==> src/rtl/irq_prio_pkg.sv <==
// Shared definitions for the prioritized interrupt controller.
// Assumes a 12-bit byte offset bus and at most 32 interrupt lines.
package irq_prio_pkg;

    localparam logic [11:0] OFS_EN_SET   = 12'h100;
    localparam logic [11:0] OFS_EN_CLR   = 12'h180;
    localparam logic [11:0] OFS_PEND_SET = 12'h200;
    localparam logic [11:0] OFS_PEND_CLR = 12'h280;
    localparam logic [11:0] OFS_LVL_BASE = 12'h400;

    typedef enum logic [1:0] {
        SZ_BYTE = 2'b00,
        SZ_HALF = 2'b01,
        SZ_WORD = 2'b10
    } bus_size_e;

endpackage

==> src/rtl/irq_edge_det.sv <==
// Rising-edge detector for the interrupt request lines.
// Produces a one-cycle pulse per line when the line goes from 0 to 1.
// Assumes the inputs are already synchronous to clk.
module irq_edge_det #(
    parameter int NUM_IRQ = 32
) (
    input  logic               clk,
    input  logic               rst_n,
    input  logic [NUM_IRQ-1:0] lines_i,
    output logic [NUM_IRQ-1:0] rise_o
);

    logic [NUM_IRQ-1:0] prev_q;

    // Remember the previous level of each line.
    always_ff @(posedge clk) begin
        if (!rst_n) prev_q <= '0;
        else        prev_q <= lines_i;
    end

    assign rise_o = lines_i & ~prev_q;

endmodule

==> src/rtl/irq_reg_file.sv <==
// Register file of the interrupt controller: enable, pending and level state.
// It decodes word-only bus accesses and merges input edges and core
// acknowledges into the pending vector. Assumes NUM_IRQ is a multiple of 4
// and no larger than 32.
module irq_reg_file
    import irq_prio_pkg::*;
#(
    parameter int NUM_IRQ   = 32,
    parameter int PRIO_BITS = 2,
    parameter int ADDR_W    = 12,
    localparam int ID_W     = $clog2(NUM_IRQ),
    localparam int NUM_LREG = NUM_IRQ / 4
) (
    input  logic                         clk,
    input  logic                         rst_n,
    input  logic                         bus_sel,
    input  logic                         bus_wr,
    input  logic [ADDR_W-1:0]            bus_addr,
    input  logic [1:0]                   bus_size,
    input  logic [31:0]                  bus_wdata,
    output logic [31:0]                  bus_rdata,
    output logic                         bus_err,
    input  logic [NUM_IRQ-1:0]           rise_i,
    input  logic                         ack_i,
    input  logic [ID_W-1:0]              ack_id_i,
    output logic [NUM_IRQ-1:0]           en_o,
    output logic [NUM_IRQ-1:0]           pend_o,
    output logic [NUM_IRQ*PRIO_BITS-1:0] lvl_o
);

    localparam logic [ADDR_W-1:0] LVL_END = ADDR_W'(OFS_LVL_BASE) + ADDR_W'(4 * NUM_LREG);

    logic                    word_ok;
    logic                    wr_ok;
    logic                    hit_en_set, hit_en_clr, hit_pd_set, hit_pd_clr, hit_lvl;
    logic [ADDR_W-1:0]       lvl_ofs;
    logic [ADDR_W-3:0]       lvl_idx;
    logic [NUM_IRQ-1:0]      en_q, pend_q;
    logic [NUM_IRQ-1:0]      set_vec, clr_vec;
    logic [PRIO_BITS-1:0]    lvl_q [NUM_IRQ];

    // Address decode; only word-sized accesses are legal.
    assign word_ok    = (bus_size == SZ_WORD);
    assign wr_ok      = bus_sel && bus_wr && word_ok;
    assign hit_en_set = (bus_addr == ADDR_W'(OFS_EN_SET));
    assign hit_en_clr = (bus_addr == ADDR_W'(OFS_EN_CLR));
    assign hit_pd_set = (bus_addr == ADDR_W'(OFS_PEND_SET));
    assign hit_pd_clr = (bus_addr == ADDR_W'(OFS_PEND_CLR));
    assign hit_lvl    = (bus_addr >= ADDR_W'(OFS_LVL_BASE)) && (bus_addr < LVL_END)
                        && (bus_addr[1:0] == 2'b00);
    assign lvl_ofs    = bus_addr - ADDR_W'(OFS_LVL_BASE);
    assign lvl_idx    = lvl_ofs[ADDR_W-1:2];
    assign bus_err    = bus_sel && !word_ok;

    // Enable vector: separate set and clear addresses, ones act.
    always_ff @(posedge clk) begin
        if (!rst_n)                   en_q <= '0;
        else if (wr_ok && hit_en_set) en_q <= en_q | bus_wdata[NUM_IRQ-1:0];
        else if (wr_ok && hit_en_clr) en_q <= en_q & ~bus_wdata[NUM_IRQ-1:0];
    end

    // Collect pending set and clear requests of this cycle.
    always_comb begin
        set_vec = rise_i;
        clr_vec = '0;
        if (wr_ok && hit_pd_set) set_vec = set_vec | bus_wdata[NUM_IRQ-1:0];
        if (wr_ok && hit_pd_clr) clr_vec = bus_wdata[NUM_IRQ-1:0];
        if (ack_i)               clr_vec[ack_id_i] = 1'b1;
    end

    // Pending vector: a set in the same cycle wins over a clear.
    always_ff @(posedge clk) begin
        if (!rst_n) pend_q <= '0;
        else        pend_q <= (pend_q & ~clr_vec) | set_vec;
    end

    // One level field per line, taken from the top bits of its byte lane.
    for (genvar i = 0; i < NUM_IRQ; i++) begin : g_lvl
        localparam int REG_N = i / 4;
        localparam int LANE  = i % 4;
        // Capture this line's level on a word write to its register.
        always_ff @(posedge clk) begin
            if (!rst_n)
                lvl_q[i] <= '0;
            else if (wr_ok && hit_lvl && (int'(lvl_idx) == REG_N))
                lvl_q[i] <= bus_wdata[8*LANE+7 -: PRIO_BITS];
        end
        assign lvl_o[i*PRIO_BITS +: PRIO_BITS] = lvl_q[i];
    end

    // Read multiplexer; sub-word or unmapped reads return zero.
    always_comb begin
        bus_rdata = '0;
        if (bus_sel && !bus_wr && word_ok) begin
            if (hit_en_set || hit_en_clr)
                bus_rdata[NUM_IRQ-1:0] = en_q;
            else if (hit_pd_set || hit_pd_clr)
                bus_rdata[NUM_IRQ-1:0] = pend_q;
            else if (hit_lvl) begin
                for (int k = 0; k < 4; k++)
                    bus_rdata[8*k+7 -: PRIO_BITS] = lvl_q[4*int'(lvl_idx) + k];
            end
        end
    end

    assign en_o   = en_q;
    assign pend_o = pend_q;

    AST_SUBWORD_NO_UPDATE: assert property (@(posedge clk) disable iff (!rst_n)
        (bus_sel && bus_wr && bus_size != SZ_WORD) |=> ($stable(en_q) && $stable(lvl_o)));
    AST_WORD_NO_ERR: assert property (@(posedge clk) disable iff (!rst_n)
        (bus_sel && bus_size == SZ_WORD) |-> !bus_err);
    AST_ACK_CLEARS: assert property (@(posedge clk) disable iff (!rst_n)
        (ack_i && !set_vec[ack_id_i]) |=> !pend_q[$past(ack_id_i)]);

endmodule

==> src/rtl/irq_arbiter.sv <==
// Combinational selector of the most urgent active interrupt line.
// A smaller level value is more urgent; within a level the lowest line number
// wins. Assumes the active vector already combines pending with enable.
module irq_arbiter #(
    parameter int NUM_IRQ    = 32,
    parameter int PRIO_BITS  = 2,
    localparam int ID_W      = $clog2(NUM_IRQ),
    localparam int NUM_LEVEL = 1 << PRIO_BITS
) (
    input  logic [NUM_IRQ-1:0]           active_i,
    input  logic [NUM_IRQ*PRIO_BITS-1:0] lvl_i,
    output logic                         win_valid_o,
    output logic [ID_W-1:0]              win_id_o
);

    logic [NUM_IRQ-1:0] lvl_mask [NUM_LEVEL];

    // Split the active lines into one mask per level.
    for (genvar l = 0; l < NUM_LEVEL; l++) begin : g_mask
        for (genvar i = 0; i < NUM_IRQ; i++) begin : g_bit
            assign lvl_mask[l][i] = active_i[i]
                                    && (lvl_i[i*PRIO_BITS +: PRIO_BITS] == PRIO_BITS'(l));
        end
    end

    // Take the first non-empty level, then its lowest set bit.
    always_comb begin
        win_valid_o = 1'b0;
        win_id_o    = '0;
        for (int l = 0; l < NUM_LEVEL; l++) begin
            if (!win_valid_o && (|lvl_mask[l])) begin
                win_valid_o = 1'b1;
                for (int i = NUM_IRQ - 1; i >= 0; i--) begin
                    if (lvl_mask[l][i]) win_id_o = ID_W'(i);
                end
            end
        end
    end

endmodule

==> src/rtl/irq_prio_ctrl.sv <==
// Top of the prioritized interrupt controller.
// Ties the edge detector, register file and arbiter together and registers
// the selected line onto the core-facing outputs. Assumes a word-wide
// register bus with a combinational read path.
module irq_prio_ctrl #(
    parameter int NUM_IRQ   = 32,
    parameter int PRIO_BITS = 2,
    parameter int ADDR_W    = 12,
    localparam int ID_W     = $clog2(NUM_IRQ)
) (
    input  logic               clk,
    input  logic               rst_n,
    input  logic               bus_sel,
    input  logic               bus_wr,
    input  logic [ADDR_W-1:0]  bus_addr,
    input  logic [1:0]         bus_size,
    input  logic [31:0]        bus_wdata,
    output logic [31:0]        bus_rdata,
    output logic               bus_err,
    input  logic [NUM_IRQ-1:0] irq_in,
    input  logic               core_ack,
    input  logic [ID_W-1:0]    core_ack_id,
    output logic               irq_valid,
    output logic [ID_W-1:0]    irq_id
);

    logic [NUM_IRQ-1:0]           rise;
    logic [NUM_IRQ-1:0]           en, pend, active;
    logic [NUM_IRQ*PRIO_BITS-1:0] lvl;
    logic                         win_valid;
    logic [ID_W-1:0]              win_id;

    irq_edge_det #(.NUM_IRQ(NUM_IRQ)) i_edge (
        .clk     (clk),
        .rst_n   (rst_n),
        .lines_i (irq_in),
        .rise_o  (rise)
    );

    irq_reg_file #(.NUM_IRQ(NUM_IRQ), .PRIO_BITS(PRIO_BITS), .ADDR_W(ADDR_W)) i_regs (
        .clk       (clk),
        .rst_n     (rst_n),
        .bus_sel   (bus_sel),
        .bus_wr    (bus_wr),
        .bus_addr  (bus_addr),
        .bus_size  (bus_size),
        .bus_wdata (bus_wdata),
        .bus_rdata (bus_rdata),
        .bus_err   (bus_err),
        .rise_i    (rise),
        .ack_i     (core_ack),
        .ack_id_i  (core_ack_id),
        .en_o      (en),
        .pend_o    (pend),
        .lvl_o     (lvl)
    );

    assign active = pend & en;

    irq_arbiter #(.NUM_IRQ(NUM_IRQ), .PRIO_BITS(PRIO_BITS)) i_arb (
        .active_i    (active),
        .lvl_i       (lvl),
        .win_valid_o (win_valid),
        .win_id_o    (win_id)
    );

    // Register the selection toward the core.
    always_ff @(posedge clk) begin
        if (!rst_n) begin
            irq_valid <= 1'b0;
            irq_id    <= '0;
        end else begin
            irq_valid <= win_valid;
            irq_id    <= win_id;
        end
    end

    AST_VALID_ID_ACTIVE: assert property (@(posedge clk) disable iff (!rst_n)
        irq_valid |-> (($past(active) & (NUM_IRQ'(1) << irq_id)) != '0));
    AST_IDLE_NO_VALID: assert property (@(posedge clk) disable iff (!rst_n)
        ($past(active) == '0) |-> !irq_valid);

endmodule

==> config.mk <==
export PLATFORM = sky130hd
export DESIGN_NAME = irq_prio_ctrl
export DESIGN_NICKNAME = d
export VERILOG_FILES = /design/src/rtl/irq_prio_pkg.sv /design/src/rtl/irq_edge_det.sv /design/src/rtl/irq_reg_file.sv /design/src/rtl/irq_arbiter.sv /design/src/rtl/irq_prio_ctrl.sv
export SDC_FILE = /design/constraint.sdc
export NUM_CORES = 1
export LEC_CHECK = 0
export BUFFER_PORTS_ARGS = -buffer_cell sky130_fd_sc_hd__buf_2
export CORE_UTILIZATION = 59
export CTS_CLUSTER_DIAMETER = 30
export DETAILED_ROUTE_END_ITERATION = 8
export GPL_ROUTABILITY_DRIVEN = 0
export PLACE_DENSITY_LB_ADDON = 0.25
export SLEW_MARGIN = 10
export SYNTH_ARGS = -nofsm -noshare
export SYNTH_HDL_FRONTEND = slang
export SYNTH_SLANG_ARGS = --single-unit
==> constraint.sdc <==
create_clock -name clk -period 9.3 [get_ports clk]
set_input_delay 2.79 -clock clk [delete_from_list [all_inputs] [get_ports clk]]
set_output_delay 2.79 -clock clk [all_outputs]
set_load 0.005 [all_outputs]
==> results.sh, run 1 <==
export IMPL_status="complete, no violations"
export IMPL_hpwl_mm=25.0
export IMPL_r2r_slack_ns=6.50
export IMPL_clockBufferDepth=2
export IMPL_cp_end_kind="output port"
export IMPL_die_h_um=133
export IMPL_multi_input_area_mm2=0.00576
export IMPL_post_route_period_util_pct=87.6
export IMPL_cts_sinks=166
export IMPL_antenna_found_initial=0
export IMPL_ys_ff_latch=166
export IMPL_cts_hold_buf=0
export IMPL_dr_total_vias=10400
export IMPL_core_area_mm2=0.0166
export IMPL_syn_avg_cell_area_um2=9.09
export IMPL_drcViolationCount=0
export IMPL_met3_usage_pct=9.69
export IMPL_placed_cells=1411
export IMPL_initial_core_util_pct=60.7
export IMPL_min_period_ns=8.15
export IMPL_grt_overflow=0
export IMPL_cts_max_level=4
export IMPL_final_cells=1443
export IMPL_relSlewSlack_pct=18.5
export IMPL_worst_setup_path_start_kind="input port"
export IMPL_rsz0062_at_grt="false"
export IMPL_p_leak_nw=4.38
export IMPL_wl_mm=34.1
export IMPL_synthArstFlopShare_pct=0
export IMPL_arrival_ns=5.36
export IMPL_ff_latch_area_mm2=0.00396
export IMPL_ant_nets=0
export IMPL_grt_met2_usage_pct=57.8
export IMPL_path_clk_slew_ns=0.07
export IMPL_tightest_slew_ns=1.22
export IMPL_first_iter_violations=1735
export IMPL_top_usage_layer="met2"
export IMPL_grt_util_met1_pct=52.2
export IMPL_crit_type="input port to output port"
export IMPL_max_freq_mhz=123
export IMPL_synth_ff_type="dfxtp_1"
export IMPL_crit_required_ns=6.51
export IMPL_avgViaCountPerCell=7.23
export IMPL_cts_buffers=17
export IMPL_grt_pass1_wl_mm=51.5
export IMPL_die_w_um=133
export IMPL_post_cts_setup_buffers=0
export IMPL_std_cell_rows=47
export IMPL_rr_endpoint="irq_id[2]"
export IMPL_finalSetupTns_ns=0
export IMPL_hp_class="flip-flop to flip-flop"
export IMPL_synth_edf_count=64
export IMPL_yosysWarnings=0
export IMPL_ir_worst_vdd_uv=132
export IMPL_clk_latency_ns=0.45
export IMPL_synth_area_mm2=0.0101
export IMPL_fin_nets=1298
export IMPL_powerDensity_mw_per_mm2=147
export IMPL_root_buffer="clkbuf_16"
export IMPL_grt_pass1_vias=9268
export IMPL_total_power_w=0.00169
export IMPL_maxCapViolCount=0
export IMPL_clock_skew_ns=0.0180
export IMPL_dieArea_mm2=0.0177
export IMPL_ios=127
export IMPL_cts_tree="built"
export IMPL_slew_violations=0
export IMPL_reg2reg_depth=8
export IMPL_worstSetupEndpoint="bus_rdata[16]"
export IMPL_crit_start="bus_addr[2]"
export IMPL_grtUsageTotal_pct=38.4
export IMPL_grt_max_degree=65
export IMPL_hold_viol=0
export IMPL_diodes=0
export IMPL_nFillCells=1281
export IMPL_ys_types=77
export IMPL_synthesis_nets=1199
export IMPL_yosysSeqAreaShare_pct=39.2
export IMPL_setup_viol=0
export IMPL_worstPathMaxFanout=20
export IMPL_post_cts_resized=0
export IMPL_io_buffers=126
export IMPL_dr_pass1_iters=8
export IMPL_drive_gt1_share_pct=18.5
export IMPL_wl_per_cell_um=23.7
export IMPL_area_delta_synth_final_pct=13.4
export IMPL_syn_inst=1111
## cells in the final DEF, fill, tap and decap left out, types with 51 or more instances in the layout
master    instances
nand4_1          53
nand4b_1         55
o21ai_0          69
nor2_1          110
and2_1           98
buf_2           126
edfxtp_1         64
nand2_1          51
dfxtp_1         102
a21oi_1          89
## cells by family after synthesis
logic type | synth area share, %
compound gates | 20.3
buf+inv | 4.00
flops | 39.2
mux | 4.50
simple gates | 32.0
## synthesized netlist by cell type (33+ instances only)
master / n / area share, %
edfxtp_1: 64 / 19
a311oi_1: 35 / 3.0
nand4_1: 53 / 3.3
clkbuf_1: 39 / 1.4
o21ai_0: 69 / 3.4
nand2_1: 51 / 1.9
dfxtp_1: 102 / 20
inv_1: 45 / 1.7
and2_1: 99 / 6.1
a21oi_1: 89 / 4.4
nand4b_1: 55 / 4.8
nor2_1: 111 / 4.1
a221oi_1: 33 / 2.9
## power by group
part | switching, W | internal [W] | leakage [nW]
clock network | 0.000333 | 0.000382 | 0.283
registers | 0.0000512 | 0.000787 | 1.45
logic | 0.0000737 | 0.0000584 | 2.65
## critical path: stages
cell and delay, ns:
buf_2 0.27, or2_1 0.36, or4_4 0.47, nor3b_4 0.62, buf_4 0.40, a22oi_1 0.14
nor2_1 0.15, buf_2 0.13
## how the worst min path moves through the flow
stage | start | end | slack (ns) | cells after the start
2_1_floorplan | i_edge.prev_q[0] | i_regs.pend_o[0] | 0.48 | 3
3_5_place_dp | i_edge.prev_q[21] | i_regs.pend_o[21] | 0.50 | 3
5_1_grt | i_edge.prev_q[20] | i_regs.pend_o[20] | 0.54 | 3
6_report | i_edge.prev_q[21] | i_regs.pend_o[21] | 0.51 | 3
3_3_place_gp | i_edge.prev_q[30] | i_regs.pend_o[30] | 0.49 | 3
4_1_cts | i_edge.prev_q[25] | i_regs.pend_o[25] | 0.51 | 3
## per-layer routing
metal  vias to the layer above  share of wire, %  wire (um)
met5                         -                 0          0
met2                       904                44      15000
li1                       4555                 -          -
met3                       129                14       4870
met4                         0               4.0       1370
met1                      4839                38      12900
## stage by stage
step	cell area [um2]	hold slack [ns]	utilization (%)	setup WS (ns)
2_1_floorplan	10100	0.480	-	1.72
3_3_place_gp	10900	0.485	65.3	1.28
3_5_place_dp	10900	0.498	65.3	1.20
4_1_cts	11500	0.515	68.8	1.18
5_1_grt	11500	0.544	68.8	1.05
6_report	11500	0.509	68.8	1.15
## cell type report
class | instances | area share [%]
clock buffer | 18 | 3.75
timing repair buffer | 135 | 6.10
sequential | 166 | 34.6
clock inverter | 14 | 1.40
tap | 220 | 2.40
inverter | 45 | 1.47
multi-input combinational | 845 | 50.3
Note: power is estimated with default switching activity, not from simulation.
==> run 2, diff against run 1 <==
--- a/config.mk
+++ b/config.mk
@@ -7,9 +7,11 @@
 export LEC_CHECK = 0
 export BUFFER_PORTS_ARGS = -buffer_cell sky130_fd_sc_hd__buf_2
 export CORE_UTILIZATION = 59
+export CTS_BUF_LIST = sky130_fd_sc_hd__clkbuf_8
 export CTS_CLUSTER_DIAMETER = 30
 export DETAILED_ROUTE_END_ITERATION = 8
 export GPL_ROUTABILITY_DRIVEN = 0
+export GPL_TIMING_DRIVEN = 0
 export PLACE_DENSITY_LB_ADDON = 0.25
 export SLEW_MARGIN = 10
 export SYNTH_ARGS = -nofsm -noshare
==> run 2 against run 1 <==
Against the previous run: worst setup slack worse by 0.31 ns; via count is 3.1% higher; wire length grew 6.6%; register-to-register slack hardly changed; utilization is 0.32 points lower; maximum frequency down 3.7%; clock power is 24% lower; critical endpoint is now bus_rdata[15]; first-iteration DRC count down 2.1%; clock skew rose by 0.0027 ns; critical path depth unchanged.
==> results.sh, run 2 (same netlist as run 1, synthesis figures left out) <==
export IMPL_status="complete, no violations"
export IMPL_grtUsageTotal_pct=40.9
export IMPL_fin_nets=1343
export IMPL_grt_overflow=0
export IMPL_ant_nets=0
export IMPL_ios=127
export IMPL_dr_pass1_iters=8
export IMPL_reg2reg_depth=8
export IMPL_std_cell_rows=47
export IMPL_final_cell_mix="buf_2 (133), nor2_1 (111), dfxtp_1 (102)"
export IMPL_die_w_um=133
export IMPL_placed_cells=1456
export IMPL_setup_viol=0
export IMPL_wl_per_cell_um=24.4
export IMPL_hold_viol=0
export IMPL_whs_path_depth=3
export IMPL_rsz0062_at_grt="false"
export IMPL_critPathMaxStageDelay_ns=0.74
export IMPL_worstPathMaxFanout=10
export IMPL_die_h_um=133
export IMPL_crit_family="simple AND/OR/NAND/NOR gates"
export IMPL_wl_mm=36.4
export IMPL_tightest_slew_ns=1.27
export IMPL_path_clk_slew_ns=0.09
export IMPL_area_delta_synth_final_pct=12.8
export IMPL_powerDensity_mw_per_mm2=133
export IMPL_ir_worst_vdd_uv=91.3
export IMPL_crit_buf_inv=3
export IMPL_first_iter_violations=1698
export IMPL_core_area_mm2=0.0166
export IMPL_post_cts_resized=0
export IMPL_clock_skew_ns=0.0207
export IMPL_hpwl_mm=27.7
export IMPL_p_leak_nw=4.37
export IMPL_final_cells=1489
export IMPL_cts_tree="built"
export IMPL_cts_sinks=166
export IMPL_grt_pass1_vias=9672
export IMPL_post_route_period_util_pct=91.0
export IMPL_cts_max_level=4
export IMPL_slew_violations=0
export IMPL_finalSetupTns_ns=0
export IMPL_hp_class="flip-flop to flip-flop"
export IMPL_relSlewSlack_pct=14.3
export IMPL_post_cts_setup_buffers=0
export IMPL_antenna_found_initial=0
export IMPL_cp_end_kind="output port"
export IMPL_cp_common_cell="buf_2"
export IMPL_cts_hold_buf=0
export IMPL_clk_latency_ns=0.49
export IMPL_dieArea_mm2=0.0177
export IMPL_drive_gt1_share_pct=17.6
export IMPL_dr_total_vias=10800
export IMPL_mostFrequentLayoutCell="buf_2"
export IMPL_worst_setup_path_start_kind="input port"
export IMPL_min_period_ns=8.46
export IMPL_io_buffers=125
export IMPL_crit_required_ns=6.51
export IMPL_path_cells="buf_2 -> or2_1 -> or4_4 -> nor3b_2 -> clkbuf_1 -> a222oi_1 -> nor2_1 -> buf_2"
export IMPL_initial_core_util_pct=60.7
export IMPL_max_freq_mhz=118
export IMPL_maxCapViolCount=0
export IMPL_arrival_ns=5.67
export IMPL_avgViaCountPerCell=7.22
export IMPL_slowest_stage="nor3b_2"
export IMPL_cp_depth=8
export IMPL_grt_max_degree=17
export IMPL_root_buffer="clkbuf_8"
export IMPL_cts_buffers=17
export IMPL_grt_pass1_wl_mm=53.8
export IMPL_crit_type="input port to output port"
export IMPL_clockBufferDepth=2
export IMPL_drcViolationCount=0
run 2: stage by stage:
| step | setup slack, ns | total power, W | hold slack (ns) | area [um2] | utilization [%] |
|---|---|---|---|---|---|
| after floorplan | 1.72 | 0.000906 | 0.480 | 10100 | - |
| after global placement | 1.04 | 0.000974 | 0.486 | 11000 | 66.1 |
| after detailed placement | 0.931 | 0.000981 | 0.494 | 11000 | 66.1 |
| after CTS | 0.959 | 0.00150 | 0.514 | 11400 | 68.5 |
| after global routing | 0.781 | 0.00155 | 0.554 | 11400 | 68.5 |
| final | 0.841 | 0.00152 | 0.513 | 11400 | 68.5 |
run 2: per-layer routing:
metal | wire length, um | up-vias | global-route usage (%)
li1 | - | 4652 | -
met1 | 13000 | 5018 | 53.5
met2 | 15300 | 918 | 59.0
met3 | 6080 | 167 | 13.7
met4 | 2100 | 0 | 23.2
met5 | 0 | - | 0
run 2: area by class of cell:
class                      instances  area [um2]
multi-input combinational        845        5740
fill                            1316        5240
sequential                       166        3960
timing repair buffer             125         626
tap                              220         275
clock buffer                      18         248
buffer                            55         235
inverter                          45         169
clock inverter                    14         146
antenna                            1        2.50
run 2: worst register-to-register path, cell delays in order (launching register included):
cell and delay, ns:
dfxtp_1 0.40, nor4bb_1 0.23, nor4_1 0.65, nand4_1 0.31, nor2_4 0.28, nand3_1 0.22, a2111o_1 0.43, o2111ai_1 0.10
a21o_1 0.15
run 2: final timing paths:
| kind | start | to | slack, ns |
|---|---|---|---|
| worst min-delay path | i_edge.prev_q[15] | i_regs.pend_o[15] | 0.51 |
| worst max register to register | flip-flop | irq_id[2] | 6.49 |
| worst max-delay path | bus_addr[3] | bus_rdata[15] | 0.84 |
| worst min register to register | i_edge.prev_q[15] | i_regs.pend_o[15] | 0.51 |
run 2: report_power, final:
| part | internal, W | leakage (nW) | total, W | switching (W) |
|---|---|---|---|---|
| registers | 0.000787 | 1.45 | 0.000837 | 0.0000500 |
| logic | 0.0000601 | 2.71 | 0.000139 | 0.0000789 |
| clock network | 0.000250 | 0.216 | 0.000544 | 0.000294 |
| total | 0.00110 | 4.37 | 0.00152 | 0.000423 |
